[src/rtl/xfc_pkg.sv]
`timescale 1ns/1ps
package xfc_pkg;
    localparam logic [7:0] RESUME_CODE_RST = 8'h11;
    localparam logic [7:0] STOP_CODE_RST   = 8'h13;

    localparam logic [1:0] ADR_CTRL = 2'd0;
    localparam logic [1:0] ADR_RESUME = 2'd1;
    localparam logic [1:0] ADR_STOP = 2'd2;
    localparam logic [1:0] ADR_STAT = 2'd3;

    localparam int CTRL_W = 5;

    typedef enum logic [1:0] {
        G_RUN,
        G_DRAIN,
        G_HALT
    } gate_state_e;

    typedef enum logic [2:0] {
        E_CLEAR,
        E_REQ_XOFF,
        E_HELD,
        E_REQ_XON,
        E_HOST_REQ
    } emit_state_e;
endpackage

[src/rtl/xfc_regs.sv]
`timescale 1ns/1ps
module xfc_regs
    import xfc_pkg::*;
#(
    parameter int DW = 8,
    parameter int AW = 2
) (
    input  logic          clk,
    input  logic          rst_n,
    input  logic          reg_wr,
    input  logic          reg_rd,
    input  logic [AW-1:0] reg_addr,
    input  logic [DW-1:0] reg_wdata,
    output logic [DW-1:0] reg_rdata,
    input  logic          resume_hit,
    input  logic          stop_hit,
    input  logic          tx_halted,
    output logic [1:0]    mode,
    output logic          strip,
    output logic [DW-1:0] resume_code,
    output logic [DW-1:0] stop_code,
    output logic          irq
);
    localparam int STAT_W = 3;

    logic [CTRL_W-1:0] ctrl_q;
    logic [DW-1:0]     resume_q;
    logic [DW-1:0]     stop_q;
    logic [STAT_W-1:0] stat_q;
    logic [STAT_W-1:0] stat_base;
    logic              stat_read;

    assign stat_read = reg_rd && (reg_addr == ADR_STAT);

    always_comb begin
        stat_base = stat_read ? '0 : stat_q;
    end

    always_ff @(posedge clk or negedge rst_n) begin
        if (!rst_n) begin
            ctrl_q   <= '0;
            resume_q <= RESUME_CODE_RST;
            stop_q   <= STOP_CODE_RST;
        end else if (reg_wr) begin
            unique case (reg_addr)
                ADR_CTRL:   ctrl_q   <= reg_wdata[CTRL_W-1:0];
                ADR_RESUME: resume_q <= reg_wdata;
                ADR_STOP:   stop_q   <= reg_wdata;
                default:    ;
            endcase
        end
    end

    always_ff @(posedge clk or negedge rst_n) begin
        if (!rst_n) begin
            stat_q <= '0;
        end else begin
            stat_q[0] <= stat_base[0] | resume_hit;
            stat_q[1] <= stat_base[1] | stop_hit;
            stat_q[2] <= (resume_hit || stop_hit) ? stop_hit : stat_base[2];
        end
    end

    always_comb begin
        reg_rdata = '0;
        unique case (reg_addr)
            ADR_CTRL:   reg_rdata[CTRL_W-1:0] = ctrl_q;
            ADR_RESUME: reg_rdata = resume_q;
            ADR_STOP:   reg_rdata = stop_q;
            default:    reg_rdata[STAT_W:0] = {tx_halted, stat_q};
        endcase
    end

    assign mode        = ctrl_q[1:0];
    assign strip       = ctrl_q[2];
    assign resume_code = resume_q;
    assign stop_code   = stop_q;
    assign irq         = (stat_q[0] & ctrl_q[3]) | (stat_q[1] & ctrl_q[4]);


    stop_seen_chk: assert property (@(posedge clk) disable iff (!rst_n)
        stop_hit |=> (stat_q[1] && stat_q[2]));


    resume_seen_chk: assert property (@(posedge clk) disable iff (!rst_n)
        resume_hit |=> (stat_q[0] && !stat_q[2]));


    rd_clear_chk: assert property (@(posedge clk) disable iff (!rst_n)
        (stat_read && !resume_hit && !stop_hit) |=> !irq);


    code_wr_chk: assert property (@(posedge clk) disable iff (!rst_n)
        (reg_wr && reg_addr == ADR_STOP) |=> (stop_code == $past(reg_wdata)));
endmodule

[src/rtl/xfc_tx_gate.sv]
`timescale 1ns/1ps
module xfc_tx_gate
    import xfc_pkg::*;
(
    input  logic clk,
    input  logic rst_n,
    input  logic auto_tx,
    input  logic resume_hit,
    input  logic stop_hit,
    input  logic tx_busy,
    output logic tx_allow,
    output logic tx_halted
);
    gate_state_e state_q, state_d;

    always_ff @(posedge clk or negedge rst_n) begin
        if (!rst_n) state_q <= G_RUN;
        else        state_q <= state_d;
    end

    always_comb begin
        state_d = state_q;
        unique case (state_q)
            G_RUN: begin
                if (stop_hit) state_d = tx_busy ? G_DRAIN : G_HALT;
            end
            G_DRAIN: begin
                if (resume_hit)    state_d = G_RUN;
                else if (!tx_busy) state_d = G_HALT;
            end
            G_HALT: begin
                if (resume_hit) state_d = G_RUN;
            end
            default: state_d = G_RUN;
        endcase
        if (!auto_tx) state_d = G_RUN;
    end

    always_comb begin
        tx_allow  = (state_q == G_RUN);
        tx_halted = (state_q == G_HALT);
    end


    off_run_chk: assert property (@(posedge clk) disable iff (!rst_n)
        !auto_tx |=> tx_allow);


    stop_gate_chk: assert property (@(posedge clk) disable iff (!rst_n)
        (auto_tx && stop_hit) |=> !tx_allow);


    drain_wait_chk: assert property (@(posedge clk) disable iff (!rst_n)
        (auto_tx && tx_allow && stop_hit && tx_busy) |=> (!tx_halted && !tx_allow));
endmodule

[src/rtl/xfc_rx_emit.sv]
`timescale 1ns/1ps
module xfc_rx_emit
    import xfc_pkg::*;
#(
    parameter int DW      = 8,
    parameter int LVL_W   = 9,
    parameter int HI_MARK = 240,
    parameter int LO_MARK = 128
) (
    input  logic             clk,
    input  logic             rst_n,
    input  logic [1:0]       mode,
    input  logic [LVL_W-1:0] level,
    input  logic             cmd_xon,
    input  logic             cmd_xoff,
    input  logic             ins_ack,
    input  logic [DW-1:0]    resume_code,
    input  logic [DW-1:0]    stop_code,
    output logic             ins_req,
    output logic [DW-1:0]    ins_char
);
    localparam logic [LVL_W-1:0] HI_LVL = LVL_W'(HI_MARK);
    localparam logic [LVL_W-1:0] LO_LVL = LVL_W'(LO_MARK);

    emit_state_e state_q, state_d;
    logic [1:0]  mode_q;
    logic        mode_chg;
    logic        auto_rx;
    logic        host_mode;
    logic        host_take;
    logic        host_stop_q;
    logic        above_hi;
    logic        below_lo;

    assign mode_chg  = (mode != mode_q);
    assign auto_rx   = mode[1];
    assign host_mode = (mode == 2'b00);
    assign above_hi  = (level >= HI_LVL);
    assign below_lo  = (level <= LO_LVL);
    assign host_take = (state_q == E_CLEAR) && host_mode && !mode_chg
                       && (cmd_xon || cmd_xoff);

    always_ff @(posedge clk or negedge rst_n) begin
        if (!rst_n) begin
            state_q     <= E_CLEAR;
            mode_q      <= 2'b00;
            host_stop_q <= 1'b0;
        end else begin
            state_q <= state_d;
            mode_q  <= mode;
            if (host_take) host_stop_q <= cmd_xoff;
        end
    end

    always_comb begin
        state_d = state_q;
        unique case (state_q)
            E_CLEAR: begin
                if (auto_rx && above_hi)           state_d = E_REQ_XOFF;
                else if (host_mode && (cmd_xon || cmd_xoff)) state_d = E_HOST_REQ;
            end
            E_REQ_XOFF: begin
                if (ins_ack) state_d = E_HELD;
            end
            E_HELD: begin
                if (below_lo) state_d = E_REQ_XON;
            end
            E_REQ_XON: begin
                if (ins_ack) state_d = E_CLEAR;
            end
            E_HOST_REQ: begin
                if (ins_ack) state_d = E_CLEAR;
            end
            default: state_d = E_CLEAR;
        endcase
        if (mode_chg) state_d = E_CLEAR;
    end

    always_comb begin
        ins_req  = 1'b0;
        ins_char = resume_code;
        unique case (state_q)
            E_REQ_XOFF: begin
                ins_req  = 1'b1;
                ins_char = stop_code;
            end
            E_REQ_XON: begin
                ins_req  = 1'b1;
                ins_char = resume_code;
            end
            E_HOST_REQ: begin
                ins_req  = 1'b1;
                ins_char = host_stop_q ? stop_code : resume_code;
            end
            default: ;
        endcase
    end


    hi_req_chk: assert property (@(posedge clk) disable iff (!rst_n)
        (state_q == E_CLEAR && auto_rx && above_hi && !mode_chg)
            |=> (ins_req && ins_char == stop_code));


    req_hold_chk: assert property (@(posedge clk) disable iff (!rst_n)
        (ins_req && !ins_ack && !mode_chg) |=> ins_req);


    no_double_stop_chk: assert property (@(posedge clk) disable iff (!rst_n)
        (ins_req && ins_ack && state_q == E_REQ_XOFF) |=> !ins_req);


    host_ignore_chk: assert property (@(posedge clk) disable iff (!rst_n)
        (state_q == E_CLEAR && !host_mode && !(auto_rx && above_hi)) |=> !ins_req);


    mode_chg_chk: assert property (@(posedge clk) disable iff (!rst_n)
        mode_chg |=> !ins_req);
endmodule

[src/rtl/xonxoff_flow_ctrl.sv]
`timescale 1ns/1ps
module xonxoff_flow_ctrl
    import xfc_pkg::*;
#(
    parameter int DW      = 8,
    parameter int AW      = 2,
    parameter int LVL_W   = 9,
    parameter int HI_MARK = 240,
    parameter int LO_MARK = 128
) (
    input  logic             clk,
    input  logic             rst_n,
    input  logic             rx_valid,
    input  logic [DW-1:0]    rx_data,
    output logic             rx_wr_en,
    output logic [DW-1:0]    rx_wr_data,
    input  logic [LVL_W-1:0] fifo_level,
    input  logic             tx_busy,
    output logic             tx_allow,
    output logic             ins_req,
    output logic [DW-1:0]    ins_char,
    input  logic             ins_ack,
    input  logic             cmd_xon,
    input  logic             cmd_xoff,
    input  logic             reg_wr,
    input  logic             reg_rd,
    input  logic [AW-1:0]    reg_addr,
    input  logic [DW-1:0]    reg_wdata,
    output logic [DW-1:0]    reg_rdata,
    output logic             irq
);
    logic [1:0]    mode;
    logic          strip;
    logic [DW-1:0] resume_code;
    logic [DW-1:0] stop_code;
    logic          stop_hit;
    logic          resume_hit;
    logic          tx_halted;

    assign stop_hit   = rx_valid && (rx_data == stop_code);
    assign resume_hit = rx_valid && (rx_data == resume_code) && !stop_hit;

    assign rx_wr_en   = rx_valid && !(strip && (stop_hit || resume_hit));
    assign rx_wr_data = rx_data;

    xfc_regs #(.DW(DW), .AW(AW)) u_regs (
        .clk         (clk),
        .rst_n       (rst_n),
        .reg_wr      (reg_wr),
        .reg_rd      (reg_rd),
        .reg_addr    (reg_addr),
        .reg_wdata   (reg_wdata),
        .reg_rdata   (reg_rdata),
        .resume_hit  (resume_hit),
        .stop_hit    (stop_hit),
        .tx_halted   (tx_halted),
        .mode        (mode),
        .strip       (strip),
        .resume_code (resume_code),
        .stop_code   (stop_code),
        .irq         (irq)
    );

    xfc_tx_gate u_gate (
        .clk        (clk),
        .rst_n      (rst_n),
        .auto_tx    (mode[0]),
        .resume_hit (resume_hit),
        .stop_hit   (stop_hit),
        .tx_busy    (tx_busy),
        .tx_allow   (tx_allow),
        .tx_halted  (tx_halted)
    );

    xfc_rx_emit #(
        .DW      (DW),
        .LVL_W   (LVL_W),
        .HI_MARK (HI_MARK),
        .LO_MARK (LO_MARK)
    ) u_emit (
        .clk         (clk),
        .rst_n       (rst_n),
        .mode        (mode),
        .level       (fifo_level),
        .cmd_xon     (cmd_xon),
        .cmd_xoff    (cmd_xoff),
        .ins_ack     (ins_ack),
        .resume_code (resume_code),
        .stop_code   (stop_code),
        .ins_req     (ins_req),
        .ins_char    (ins_char)
    );


    strip_pass_chk: assert property (@(posedge clk) disable iff (!rst_n)
        (rx_valid && !strip) |-> (rx_wr_en && rx_wr_data == rx_data));
endmodule

[config.mk]
export PLATFORM = sky130hd
export DESIGN_NAME = xonxoff_flow_ctrl
export DESIGN_NICKNAME = d
export VERILOG_FILES = /design/src/rtl/xfc_pkg.sv /design/src/rtl/xfc_regs.sv /design/src/rtl/xfc_tx_gate.sv /design/src/rtl/xfc_rx_emit.sv /design/src/rtl/xonxoff_flow_ctrl.sv
export SDC_FILE = /design/constraint.sdc
export NUM_CORES = 1
export LEC_CHECK = 0
export ABC_AREA = 1
export BUFFER_PORTS_ARGS = -buffer_cell sky130_fd_sc_hd__clkbuf_2
export CAP_MARGIN = 20
export CELL_PAD_IN_SITES_DETAIL_PLACEMENT = 0
export CELL_PAD_IN_SITES_GLOBAL_PLACEMENT = 1
export CORE_MARGIN = 2
export CORE_UTILIZATION = 37
export DETAILED_ROUTE_END_ITERATION = 16
export PLACE_DENSITY_LB_ADDON = 0.08
export RECOVER_POWER = 50
export SLEW_MARGIN = 20
export SYNTH_ARGS = -nofsm -noshare
export SYNTH_HDL_FRONTEND = slang
export SYNTH_HIERARCHICAL = 1
export SYNTH_SLANG_ARGS = --single-unit
export TNS_END_PERCENT = 20
[constraint.sdc]
create_clock -name clk -period 2.2 [get_ports clk]
set_input_delay 0.33 -clock clk [delete_from_list [all_inputs] [get_ports clk]]
set_output_delay 0.33 -clock clk [all_outputs]
set_load 0.02 [all_outputs]
==> metrics <==
Max Cap Viol=1; DR pass1 iterations=4; largest net degree at the start of global routing=33; Slew @ Worst Pin=approximately 1.8 ns; syn nets=around 420; Die Ht=86.0 um; final net count=roughly 470; Mean Syn Cell Area=6.63 um2; Post-Syn Area=around 2500 um2; ANT nets after route=0; failing checks=max-capacitance violations, max-slew violations; filler cell count=691; synth top area cells=dfrtp_1 27%, nand2_1 21%, inv_1 10%; reg-to-reg slack, setup=roughly 0.45 ns; starting density of the core=0.387; Ys Warns=6; Post-Synth Adder-Cell Area=0.0252; Detail Placement HPWL=4840 um; CORE AREA=between 6000 and 7000 um2; GPL Wtd Cong=between 0.7 and 0.8; hold_sp=reg_wdata[6]; fin crit share=0.954; synthesized instance count=roughly 380; reg2reg start=u_regs/stop_code[1]$_DFFE_PN1P_; simple-gate share of the synthesized area=0.351; Worst EP arrival=about 1.8 ns; H-tree depth=2; Die X=between 80 and 90 um; max frequency=between 400 and 500 MHz; Multi-input gate area=~1300 um2; crit start category=flop; XOR/XNOR share of the synthesized area=0.00705; vias per cell=approximately 4.5; final hold violations=0; multiplexer share of the synthesized area=0.0362; total routing usage reported by global routing=0.174; vias in the first global route=between 2000 and 2500; ant diodes=0; status=finished, violations left; Residual DRC=0; Routed WL=roughly 6100 um; Syn-to-layout area delta=16.8%; CTS tree=built; CTS Buf Count=5; first-pass GRT wire length=~10000 um; Post-synth EDFFs=0; area leader, netlist=dfrtp_1; initial antenna violation count=0; worst setup path class=flop to primary output; Starting DRT DRC Count=between 70 and 80; register area share after synthesis=0.325; CP max stage cell=dfrtp_1; #FFs+latches synth=32; cts hold-fix bufs=0; Hold Path End=u_regs/stop_code[6]$_DFFE_PN0P_; Netlist cell types=30; Hold Path Depth=3; largest fanout on the critical path=8; Compound-Gate Fraction of Synth Area=0.110; die area=~7400 um2; via count=2298; R2R depth=14; final setup fails=0; Layout Skew=roughly 0.01 ns; CTS resizes=0; GRT overflow=0; top-area cell type share of the netlist area=0.272; RR Endpoint=u_gate/state_q[0]$_DFFE_PN0P_; Row Count=29; largest stage delay on the critical path=0.42 ns; IO Pins=64; largest family of logic cells by synthesized area=simple AND/OR/NAND/NOR gates; setup TNS=0 ns; Leakage Power=between 1.5 and 2 nW; Clock Tree Root=clkbuf_8; Worst slew margin=-0.178; Synth async-reset ratio=1.00; top post-synthesis cells by count=137 x nand2_1, 66 x inv_1, 33 x nor2_1; setup bufs post-CTS=0; pwr dens=about 800 nW/um2; PortBufs=between 60 and 70; clk sink count=32; most frequent cell after synthesis=nand2_1; Reg clk slew, reported paths=approximately 0.07 ns; Hold Path Class=input port to flop; Inst Count DP=501; Top FF cell, synth=dfrtp_1; Longest Clk Path Bufs=2; CP Cell Sequence=inv_1 -> nand3_2 -> o21ai_4 -> buf_12 -> mux2_2 -> clkbuf_2; Tot Pwr=0.00231 W; VDD IR max=0.354 mV; Worst setup EP type=primary output; final max-slew violation count=33; Worst EP required=1.87 ns; Finished Layout Cells=between 500 and 600; Tmin final=~2.1 ns; WL per Instance=11.9 um; share of layout cells above drive strength 1=0.242; Clk Latency, worst-skew pair=about 0.29 ns; Seq. cell area=slightly above 800 um2
[flip-flops by register name (all words and copies together), names as in the netlist]
signal	count
u_emit/mode_q	2
u_regs/ctrl_q	5
u_emit/state_q	3
u_gate/state_q	2
u_regs/resume_code	8
u_emit/host_stop_q	1
u_regs/stop_code	8
u_regs/stat_q	3
[final cells by class]
cell class / instances / area share
clock buffers: 6 / 0.0250
clock inverters: 2 / 0.0121
inverters: 68 / 0.0879
multi-input cells: 261 / 0.453
flip-flops and latches: 32 / 0.278
well taps: 77 / 0.0332
repair buffers: 64 / 0.111
[metrics by stage]
step | worst slack [ns] | cell area, um2 | utilization | hold slack, ns
after floorplan | 0.621 | 2490 | - | 0.0344
after global placement | 0.317 | 2790 | 0.434 | 0.463
after detailed placement | 0.337 | 2790 | 0.434 | 0.468
after CTS | 0.0762 | 2900 | 0.451 | 0.152
after global routing | -0.00320 | 2900 | 0.452 | 0.314
final | 0.101 | 2900 | 0.452 | 0.308
[critical path: cells and delay by family (launching register included)]
family | cells | cell delay, ns
buf+inv | 3 | 0.43
flops | 1 | 0.42
mux | 1 | 0.34
compound gates | 1 | 0.18
simple gates | 1 | 0.12
[report_power, final]
group | switching [W] | internal, W
clock network | 0.000227 | 0.000336
registers | 0.000126 | 0.000697
logic | 0.000557 | 0.000372
[layer usage]
layer | share of wire | GRT usage | wire length [um]
met3 | 0.032 | 0.0327 | 192
met2 | 0.51 | 0.308 | 3060
met4 | 0.0079 | 0.0346 | 48
met1 | 0.45 | 0.219 | 2740
met5 | 0 | 0 | 0
[kinds of logic after synthesis]
logic type                 count (synthesis)
buffers and inverters                     82
xor gates and xnor gates                   2
and+or+nand+nor                          207
AOI/OAI and AO/OA                         39
muxes                                      8
adders and majority gates                  5
DFF                                       32
[how the worst max path moves through the flow]
stage	slack [ns]	cells after the start	start	end
after floorplan	0.62	4	u_emit/state_q[1]$_DFFE_PN0P_	ins_char[0]
after global placement	0.32	8	reg_addr[0]	reg_rdata[1]
after detailed placement	0.34	8	reg_addr[0]	reg_rdata[1]
after CTS	0.08	5	u_emit/state_q[1]$_DFFE_PN0P_	ins_char[0]
after global routing	-0.003	6	u_emit/state_q[1]$_DFFE_PN0P_	ins_char[0]
final	0.10	6	u_emit/state_q[1]$_DFFE_PN0P_	ins_char[0]
[layout by cell type, fill, tap and decap left out]
master | Yosys | routed
nand3_1 | 19 | 19
a21oi_2 | 1 | 1
nand2_1 | 137 | 138
nor2_2 | 2 | 2
o21ai_0 | 10 | 10
a21oi_1 | 9 | 9
o21ai_1 | 1 | 1
nand4_1 | 3 | 3
inv_1 | 66 | 66
clkbuf_8 | 0 | 5
bufinv_16 | 0 | 1
inv_2 | 1 | 1
nor2_1 | 33 | 33
ha_1 | 5 | 5
nand2_4 | 2 | 2
o21ai_4 | 1 | 1
clkbuf_2 | 0 | 53
clkinv_2 | 0 | 1
clkinv_1 | 1 | 1
buf_12 | 0 | 1
dfstp_2 | 5 | 5
a21boi_0 | 1 | 1
nor3_1 | 1 | 1
or2_1 | 1 | 1
xor2_1 | 2 | 2
dfrtp_1 | 27 | 27
nor3_2 | 1 | 1
or2_2 | 2 | 2
nand2_2 | 2 | 1
o21ai_2 | 16 | 16
clkbuf_1 | 0 | 11
mux2_2 | 8 | 8
nand3_2 | 4 | 4
Note: power is estimated with default switching activity, not from simulation.
